File: config.mk
export PLATFORM = sky130hd
export DESIGN_NAME = sdram_burst_engine
export DESIGN_NICKNAME = d
export VERILOG_FILES = /design/src/rtl/sdram_burst_pkg.sv /design/src/rtl/sdram_cmd_decode.sv /design/src/rtl/sdram_burst_gen.sv /design/src/rtl/sdram_rd_pipe.sv /design/src/rtl/sdram_mem_array.sv /design/src/rtl/sdram_burst_engine.sv
export SDC_FILE = /design/constraint.sdc
export NUM_CORES = 1
export LEC_CHECK = 0
export BUFFER_PORTS_ARGS = -buffer_cell sky130_fd_sc_hd__buf_2
export CORE_ASPECT_RATIO = 0.8
export CORE_MARGIN = 2
export CORE_UTILIZATION = 36
export DETAILED_ROUTE_END_ITERATION = 7
export GPL_TIMING_DRIVEN = 0
export PLACE_DENSITY_LB_ADDON = 0.15
export SYNTH_ARGS = -nofsm -noshare
export SYNTH_HDL_FRONTEND = slang
export SYNTH_SLANG_ARGS = --single-unit
File: constraint.sdc
create_clock -name clk_i -period 3.2 [get_ports clk_i]
set_input_delay 0 -clock clk_i [delete_from_list [all_inputs] [get_ports clk_i]]
set_output_delay 0 -clock clk_i [all_outputs]
set_load 0.05 [all_outputs]
File: src/rtl/sdram_burst_pkg.sv
package sdram_burst_pkg;
  typedef enum logic [2:0] {
    CMD_NOP,
    CMD_ACT,
    CMD_RD,
    CMD_WR,
    CMD_PRE,
    CMD_BST
  } cmd_e;
endpackage

File: src/rtl/sdram_cmd_decode.sv
module sdram_cmd_decode
  import sdram_burst_pkg::*;
(
  input  logic cs_ni,
  input  logic ras_ni,
  input  logic cas_ni,
  input  logic we_ni,
  output cmd_e cmd_o
);
  always_comb begin
    casez ({cs_ni, ras_ni, cas_ni, we_ni})
      4'b1???: cmd_o = CMD_NOP;
      4'b0011: cmd_o = CMD_ACT;
      4'b0101: cmd_o = CMD_RD;
      4'b0100: cmd_o = CMD_WR;
      4'b0010: cmd_o = CMD_PRE;
      4'b0110: cmd_o = CMD_BST;
      default: cmd_o = CMD_NOP;
    endcase
  end
endmodule

File: src/rtl/sdram_burst_gen.sv
module sdram_burst_gen #(
  parameter int COL_W = 4
) (
  input  logic             clk_i,
  input  logic             rst_ni,
  input  logic             start_i,
  input  logic             stop_i,
  input  logic [COL_W-1:0] start_col_i,
  input  logic [2:0]       bl_code_i,
  output logic             issue_o,
  output logic [COL_W-1:0] issue_col_o
);
  localparam int CNT_W = COL_W + 1;

  logic             active_q;
  logic [COL_W-1:0] col_q;
  logic [COL_W-1:0] mask_q;
  logic [CNT_W-1:0] left_q;
  logic [CNT_W-1:0] beats;
  logic [COL_W-1:0] mask_new;

  function automatic logic [COL_W-1:0] wrap_inc(input logic [COL_W-1:0] c,
                                                input logic [COL_W-1:0] m);
    return (c & ~m) | ((c + 1'b1) & m);
  endfunction

  always_comb begin
    case (bl_code_i)
      3'd1:    beats = CNT_W'(2);
      3'd2:    beats = CNT_W'(4);
      3'd3:    beats = CNT_W'(8);
      3'd7:    beats = CNT_W'(1) << COL_W;
      default: beats = CNT_W'(1);
    endcase
    mask_new = COL_W'(beats - 1'b1);
  end

  // start overrides a stop or a running burst: restart at new column
  assign issue_o     = start_i | (active_q & ~stop_i);
  assign issue_col_o = start_i ? start_col_i : col_q;

  always_ff @(posedge clk_i or negedge rst_ni) begin
    if (!rst_ni) begin
      active_q <= 1'b0;
      col_q    <= '0;
      mask_q   <= '0;
      left_q   <= '0;
    end else if (start_i) begin
      active_q <= beats > CNT_W'(1);
      col_q    <= wrap_inc(start_col_i, mask_new);
      mask_q   <= mask_new;
      left_q   <= beats - 1'b1;
    end else if (stop_i) begin
      active_q <= 1'b0;
    end else if (active_q) begin
      col_q    <= wrap_inc(col_q, mask_q);
      left_q   <= left_q - 1'b1;
      active_q <= left_q != CNT_W'(1);
    end
  end
endmodule

File: src/rtl/sdram_rd_pipe.sv
module sdram_rd_pipe #(
  parameter int DATA_W = 8,
  parameter int MAX_CL = 3,
  parameter int CLW    = 2
) (
  input  logic              clk_i,
  input  logic              rst_ni,
  input  logic              vld_i,
  input  logic [DATA_W-1:0] data_i,
  input  logic [CLW-1:0]    cl_i,
  output logic              vld_o,
  output logic [DATA_W-1:0] data_o
);
  logic [MAX_CL-1:0] vld_q;
  logic [DATA_W-1:0] dat_q [MAX_CL];

  for (genvar g = 0; g < MAX_CL; g++) begin : g_stage
    if (g == 0) begin : g_head
      always_ff @(posedge clk_i or negedge rst_ni) begin
        if (!rst_ni) begin
          vld_q[0] <= 1'b0;
          dat_q[0] <= '0;
        end else begin
          vld_q[0] <= vld_i;
          dat_q[0] <= vld_i ? data_i : '0;
        end
      end
    end else begin : g_tail
      always_ff @(posedge clk_i or negedge rst_ni) begin
        if (!rst_ni) begin
          vld_q[g] <= 1'b0;
          dat_q[g] <= '0;
        end else begin
          vld_q[g] <= vld_q[g-1];
          dat_q[g] <= dat_q[g-1];
        end
      end
    end
  end

  int sel;
  always_comb begin
    if (cl_i == '0)                 sel = 0;
    else if (int'(cl_i) > MAX_CL)   sel = MAX_CL - 1;
    else                            sel = int'(cl_i) - 1;
    vld_o  = 1'b0;
    data_o = '0;
    for (int i = 0; i < MAX_CL; i++) begin
      if (i == sel) begin
        vld_o  = vld_q[i];
        data_o = dat_q[i];
      end
    end
  end
endmodule

File: src/rtl/sdram_mem_array.sv
module sdram_mem_array #(
  parameter int AW     = 6,
  parameter int DATA_W = 8
) (
  input  logic              clk_i,
  input  logic              we_i,
  input  logic [AW-1:0]     addr_i,
  input  logic [DATA_W-1:0] wdata_i,
  output logic [DATA_W-1:0] rdata_o
);
  localparam int DEPTH = 1 << AW;

  logic [DATA_W-1:0] mem_q [DEPTH];

  always_ff @(posedge clk_i) begin
    if (we_i) mem_q[addr_i] <= wdata_i;
  end

  assign rdata_o = mem_q[addr_i];
endmodule

File: src/rtl/sdram_burst_engine.sv
module sdram_burst_engine
  import sdram_burst_pkg::*;
#(
  parameter int ROW_W  = 2,
  parameter int COL_W  = 4,
  parameter int ADDR_W = 4,
  parameter int DATA_W = 8,
  parameter int MAX_CL = 3,
  parameter int CLW    = 2
) (
  input  logic              clk_i,
  input  logic              rst_ni,
  input  logic              cs_ni,
  input  logic              ras_ni,
  input  logic              cas_ni,
  input  logic              we_ni,
  input  logic [ADDR_W-1:0] addr_i,
  input  logic [CLW-1:0]    cas_lat_i,
  input  logic [2:0]        burst_len_i,
  input  logic [DATA_W-1:0] dq_i,
  output logic [DATA_W-1:0] dq_o,
  output logic              dq_oe_o,
  output logic              row_open_o,
  output logic              proto_err_o
);
  localparam int AW = ROW_W + COL_W;

  cmd_e             cmd;
  logic             is_rd, is_wr, start, stop, issue;
  logic             rd_issue, wr_en;
  logic             wr_q, row_open_q, err_q;
  logic [ROW_W-1:0] row_q;
  logic [COL_W-1:0] issue_col;
  logic [DATA_W-1:0] rdata;

  sdram_cmd_decode u_dec (
    .cs_ni (cs_ni),
    .ras_ni(ras_ni),
    .cas_ni(cas_ni),
    .we_ni (we_ni),
    .cmd_o (cmd)
  );

  assign is_rd = (cmd == CMD_RD);
  assign is_wr = (cmd == CMD_WR);
  assign start = (is_rd | is_wr) & row_open_q;
  assign stop  = (cmd == CMD_PRE) | (cmd == CMD_BST);

  sdram_burst_gen #(.COL_W(COL_W)) u_gen (
    .clk_i      (clk_i),
    .rst_ni     (rst_ni),
    .start_i    (start),
    .stop_i     (stop),
    .start_col_i(addr_i[COL_W-1:0]),
    .bl_code_i  (burst_len_i),
    .issue_o    (issue),
    .issue_col_o(issue_col)
  );

  assign rd_issue = issue & (start ? is_rd : ~wr_q);
  assign wr_en    = issue & (start ? is_wr : wr_q);

  always_ff @(posedge clk_i or negedge rst_ni) begin
    if (!rst_ni) begin
      wr_q       <= 1'b0;
      row_open_q <= 1'b0;
      row_q      <= '0;
      err_q      <= 1'b0;
    end else begin
      if (start) wr_q <= is_wr;
      if (cmd == CMD_ACT) begin
        row_open_q <= 1'b1;
        row_q      <= addr_i[ROW_W-1:0];
      end else if (cmd == CMD_PRE) begin
        row_open_q <= 1'b0;
      end
      err_q <= (is_rd | is_wr) & ~row_open_q;
    end
  end

  sdram_mem_array #(.AW(AW), .DATA_W(DATA_W)) u_mem (
    .clk_i  (clk_i),
    .we_i   (wr_en),
    .addr_i ({row_q, issue_col}),
    .wdata_i(dq_i),
    .rdata_o(rdata)
  );

  sdram_rd_pipe #(.DATA_W(DATA_W), .MAX_CL(MAX_CL), .CLW(CLW)) u_pipe (
    .clk_i (clk_i),
    .rst_ni(rst_ni),
    .vld_i (rd_issue),
    .data_i(rdata),
    .cl_i  (cas_lat_i),
    .vld_o (dq_oe_o),
    .data_o(dq_o)
  );

  assign row_open_o  = row_open_q;
  assign proto_err_o = err_q;
endmodule

* Yosys cells after proc, flatten, opt, wreduce, memory -nomap -nowiden
Memory sizes are Yosys's and may differ from the RTL's. Index checks and enable logic that the tools add are counted.
Storage, ports and cells: logic and storage cells 89, bits of input ports 23, output and inout port bits 11, register bits 46, bits in writable memories 512, memories kept 1
Memory list:
- u_mem.mem_q | depth 64, bits a word 8, rd ports 1, clocked after Yosys merged registers in 0, wr ports 1, RTL line sdram_mem_array.sv:13 | logic [DATA_W-1:0] mem_q [DEPTH];
Cells by class: $lt $le $gt $ge 1, equality and inequality tests 18, multiplexer cells 26, bitwise gates (word level) 19, reduce and logical (&&, ||, !) cells 5, add/sub/neg operators 5
Operator list (number):
- 2-bit by 32-bit == test with 1-bit output (first input constant) | 1
- 3-bit by 32-bit == test with 1-bit output (first input constant) | 1
- 32-bit zero test | 1
- 32-bit two-way mux | 1
- 8-bit two-way mux | 4
- 5-bit one-hot mux with 4 select lines | 1
- 4-bit bitwise AND | 4
- 4-bit two-way mux | 4
- 5-bit two-way mux | 3
- 3-bit one-hot mux with 5 select lines | 1
- 3-bit by 2-bit == test with 1-bit output (second input constant) | 4
- 4-bit by 3-bit == test with 1-bit output (second input constant) | 3
- 1-bit two-way mux | 12
- 5-bit by 1-bit subtractor with 5-bit output (second input constant) | 2
- 3-bit == test (second input constant) | 3
- 4-bit by 1-bit adder with 4-bit output (second input constant) | 2
- 4-bit by 2-bit == test with 1-bit output (second input constant) | 2
- 4-bit inverter | 2
- 4-bit OR | 2
- 3-bit by 1-bit == test with 1-bit output (second input constant) | 2
- 1-bit bitwise AND | 5
- 5-bit by 1-bit > comparator with 1-bit output (second input constant) | 1
- 5-bit by 1-bit != test with 1-bit output (second input constant) | 1
- 2-bit nonzero test | 2
- 6 further kinds | 10

* Depth between registers and ports, before layout
depth after elaboration 10, mapped depth 11, depth with buffers taken out 7

* Hierarchy
From an unflattened synthesis, not the netlist that was laid out.
Unflattened totals: cell total of the unflattened synthesis 1343, area total of the unflattened synthesis 22353.9 um^2
Modules (own cells, without submodules):
- sdram_mem_array | seq. area each 15374.7 um^2, area an instance 20289.5 um^2, times used 1, cells an instance 1163
- sdram_rd_pipe | seq. area each 675.6 um^2, area an instance 920.9 um^2, times used 1, cells an instance 65
- sdram_burst_gen | seq. area each 350.3 um^2, area an instance 884.6 um^2, times used 1, cells an instance 91
- sdram_burst_engine | seq. area each 125.1 um^2, area an instance 221.5 um^2, times used 1, cells an instance 19
- sdram_cmd_decode | seq. area each 0.0 um^2, area an instance 37.5 um^2, times used 1, cells an instance 5

* Worst setup path after synthesis
Ideal clock, no wire load.
kind register to register, from register row_open_q, in the netlist row_open_o, to memory u_mem.mem_q[16][0] (enable), setup time 0.371 ns, data arrival time 2.623 ns, period minus slack after synthesis 2.993 ns, slack 0.207 ns, buffers on the path 3, required time 2.829 ns, stages on the path, launching flop included 10, cells stage by stage dfrtp_1 -> and4bb_1 -> buf_6 -> buf_12 -> buf_4 -> nor2_1 -> a21o_1 -> a21oi_1 -> nand3_1 -> nor2_1
Between the ends: cells in the longest elaborated chain, start to end 5, elaborated cells between the ends (all ways) 7, those cells by class mux (4); bitwise (3)
Ends and longest elaborated chain:
- start: declaration | RTL line sdram_burst_engine.sv:31 | logic wr_q, row_open_q, err_q;
- start signal: assignment | RTL line sdram_burst_engine.sv:66 | row_open_q <= 1'b0;
- start signal: assignment | RTL line sdram_burst_engine.sv:72 | row_open_q <= 1'b1;
- start signal: assignment | RTL line sdram_burst_engine.sv:75 | row_open_q <= 1'b0;
- 1-bit bitwise AND (*) | RTL line sdram_burst_engine.sv:46 | assign start = (is_rd | is_wr) & row_open_q;
- 1-bit OR or 1-bit two-way mux (tied branches)
- 1-bit bitwise AND | RTL line sdram_burst_engine.sv:61 | assign wr_en = issue & (start ? is_wr : wr_q);
- 1-bit two-way mux | RTL line sdram_mem_array.sv:16 | if (we_i) mem_q[addr_i] <= wdata_i;
- 1-bit two-way mux (implied by the code) | RTL line sdram_mem_array.sv:16
- end: declaration | RTL line sdram_mem_array.sv:13
Mark *: on every way between the ends. The rest lies on a longest branch, timed or not.

* Worst setup path after layout
from register row_open_q, in the netlist row_open_o, to memory u_mem.mem_q[7][0] (enable)
The elaborated chain is that of the path after synthesis.

==> summary.txt <==
GR Util met1 = 30.9%
Antenna diodes = 0
Clock Pin Slew Worst Setup and Hold Paths = 60 ps
Slew HR = 9.73%
max-slew violation total from the final report = 0
Synth async-reset ratio = 8.24%
met3 Use GR = 3.49%
gr busiest metal = met1
synthesized flop and latch total = 558
Final GP Congestion = 0.808
Worst Tran Pin Value = 1350 ps
Fillers = 5230
Avg WL per Cell = 25.8 um
first-pass GRT wire length = 90300 um
Synth Flop Type = edfxtp_1
yosys warns = 0
Iter 0 DRT Violations = 1342
area of the multi-input gates = 4970 um^2
die area = 61500 um^2
power per cell area = 772 nW/um^2
H-Tree Depth = 2
sequential fraction of the synthesis area = 77.1%
final cycle utilization of the critical path = 102%
CTS root buffer = clkbuf_16
Fin Hold WS = -11.2 ps
I/O pin total = 34
power share of the combinational group = 28.4%
initial antenna violation count = 0
critical path arrival = 3490 ps
switching share of total power = 33.5%
Die Wd = 277 um
drt drc = 0
hpwl dp = 38700 um
clk buf depth = 3
reg2reg start = row_open_o$_DFFE_PN0P_
syn nets = 1492
Net Switching = 6.71 mW
clk_skew = 41.7 ps
worst reg2reg path endpoint = u_mem.mem_q[7][0]$_DFFE_PP_
startpoint types = flop
final setup TNS = -463 ps
EDFF count, synth = 512
Mapped Cells = 1465
drt via density = 5.46
total CTS buffers = 54
CTS tree = yes
Hold Path Class = in -> reg
Die Height = 222 um
hold path startpoint = dq_i[2]
worst-skew pair later-pin latency = 630 ps
Leak = 8.41 nW
largest net degree at the start of global routing = 65
total congestion overflow = 0
Syn Std Cell Area = 21400 um^2
core footprint = 58500 um^2
Max Clk Rate = 307 MHz
Worst Setup End Kind = flop
Power Total = 20.0 mW
Internal = 13.3 mW
drt total wl = 62700 um
worst-path maximum fanout = 9
run status = complete, but fails checks
Initial Utilization = 36.6%
max cap viols = 0
DRT Pass-1 Iters = 5
All-Layer GR Usage = 20.1%
average size of a mapped cell = 14.6 um^2
layout cells sized above 1 = 20.1%
Min Clock Period, post-route = 3250 ps
Hold Path End = u_mem.mem_q[16][2]$_DFFE_PP_
Fin. Hold Viols = 4
DR vias = 13300
cells on worst reg2reg path = 8
CTS Sinks = 558
Peak VDD IR = 0.000445 V
Final setup violation count = 16
nets = 1646
final worst slack = -53.0 ps
Clock power frac = 30.3%
PortBufs = 31
worst path required time = 3430 ps
sequential power share = 41.2%
Area Growth Syn to Fin = 21.1%
routing usage on met2 = 29.5%
FF/Latch Area = 16500 um^2
RSZ-0062 raised after global routing = yes
Worst R2R Setup Slack = -50 ps
Rows = 79
antenna viol nets, final = 0
failing checks = negative hold slack, negative setup slack
Crit Path Category = reg -> reg
hold depth = 1
vias in the first global route = 12800
Synth cell types = 45
[layout make-up]
type	count	share of cell area, %
repair buffers	100	4.15
clock inverters	16	0.487
well taps	769	3.71
plain buffers	87	2.84
flip-flops and latches	558	63.7
inverters	7	0.101
multi-input cells	811	19.1
clock buffers	83	5.87
[synth_stat cells (8+ instances only)]
| master | instances | area share, % |
|---|---|---|
| a21oi_1 | 77 | 1.8 |
| a31oi_1 | 24 | 0.70 |
| a32oi_1 | 24 | 0.98 |
| buf_2 | 31 | 0.72 |
| buf_4 | 18 | 0.63 |
| buf_6 | 8 | 0.42 |
| clkbuf_1 | 24 | 0.42 |
| dfrtp_1 | 46 | 5.4 |
| edfxtp_1 | 512 | 72 |
| mux2_2 | 8 | 0.42 |
| mux2i_1 | 10 | 0.47 |
| nand2_1 | 184 | 3.2 |
| nand3_1 | 61 | 1.4 |
| nand3b_1 | 8 | 0.28 |
| nor2_1 | 161 | 2.8 |
| nor4_1 | 9 | 0.26 |
| o21ai_0 | 10 | 0.23 |
| o22ai_1 | 160 | 4.7 |
| or3_1 | 10 | 0.29 |
| or4_1 | 8 | 0.28 |
[metal layers]
metal / vias up / wire length (um)
met1: 6736 / 29500
met2: 504 / 26900
li1: 5945 / -
met5: - / 0
met4: 0 / 1330
met3: 98 / 4990
[cell usage in the layout, fill, tap and decap left out, types with 19 or more instances in the layout]
cell	instances
edfxtp_1	512
nand2_1	184
o22ai_1	160
nor2_1	93
a21oi_1	74
nand3_1	57
clkbuf_16	57
dfrtp_1	46
buf_2	43
nor2_4	43
clkbuf_1	39
buf_4	37
buf_12	35
nor2_2	25
a32oi_1	24
buf_6	20
a31oi_1	19
[how the worst max path moves through the flow]
stage                      startpoint                      endpoint  slack (ps)  cells after the start
2_1_floorplan  row_open_o$_DFFE_PN0P_  u_mem.mem_q[16][0]$_DFFE_PP_         210                      9
3_3_place_gp   row_open_o$_DFFE_PN0P_  u_mem.mem_q[36][4]$_DFFE_PP_        -990                      9
3_5_place_dp   row_open_o$_DFFE_PN0P_    u_pipe.dat_q[19]$_DFF_PN0_        -630                     10
4_1_cts        row_open_o$_DFFE_PN0P_   u_mem.mem_q[3][1]$_DFFE_PP_        -190                      8
5_1_grt        row_open_o$_DFFE_PN0P_   u_mem.mem_q[3][3]$_DFFE_PP_        -150                      8
6_report       row_open_o$_DFFE_PN0P_   u_mem.mem_q[7][0]$_DFFE_PP_         -50                      8
[worst max-delay path, stage by stage, from the launching register on]
cell and delay (ps):
dfrtp_1 350, and4bb_1 230, buf_6 150, mux2_2 440, or3_1 320, clkbuf_1 270
nand2b_1 240, clkbuf_1 270, nor2_2 610
[cells by family after synthesis]
| kind of cell | after synthesis | share of synthesized area [%] |
|---|---|---|
| muxes | 26 | 1.61 |
| buffers and inverters | 96 | 2.53 |
| and+or+nand+nor | 466 | 9.37 |
| DFF | 558 | 77.1 |
| AOI/OAI and AO/OA | 305 | 8.71 |
| adders and majority gates | 4 | 0.234 |
| xor gates and xnor gates | 10 | 0.409 |
[flip-flops by register name, summed over array words and instances, names as in the netlist, named ones only]
register        count
proto_err_o         1
row_open_o          1
row_q               2
u_gen.active_q      1
u_gen.col_q         1
u_gen.left_q        5
u_gen.mask_q        4
u_mem.mem_q       512
u_pipe.dat_q       24
u_pipe.vld_q        3
wr_q                1
[per-stage QoR]
stage	instance area (um^2)	utilization (%)	setup slack (ps)	hold slack (ps)	instances
after floorplan	21400	-	207	-296	1465
after global routing	25900	44.3	-154	14.2	2431
after CTS	24900	42.5	-187	77.9	2385
after global placement	22500	38.5	-991	239	2265
final	25900	44.3	-53.0	-11.2	2431
after detailed placement	22600	38.5	-634	252	2266
[power groups by stage]
stage               Clock [mW]  Sequential [mW]  Combinational (mW)
CTS                       6.18             8.26                5.20
global route              6.44             8.28                6.07
detailed placement           0             8.41                4.88
floorplan                    0             8.38                2.85
global placement             0             8.41                4.86
finish                    6.08             8.26                5.70
[timing repair]
item,CTS,global route
cloned,0,1
hold endpoints to repair,64,0
pin swaps,5,32
gates resized for setup,120,113
setup endpoints to repair,520,492
buffers inserted,5,46
hold buffers,16,0
No activity file was read; power rests on OpenSTA's default activity.
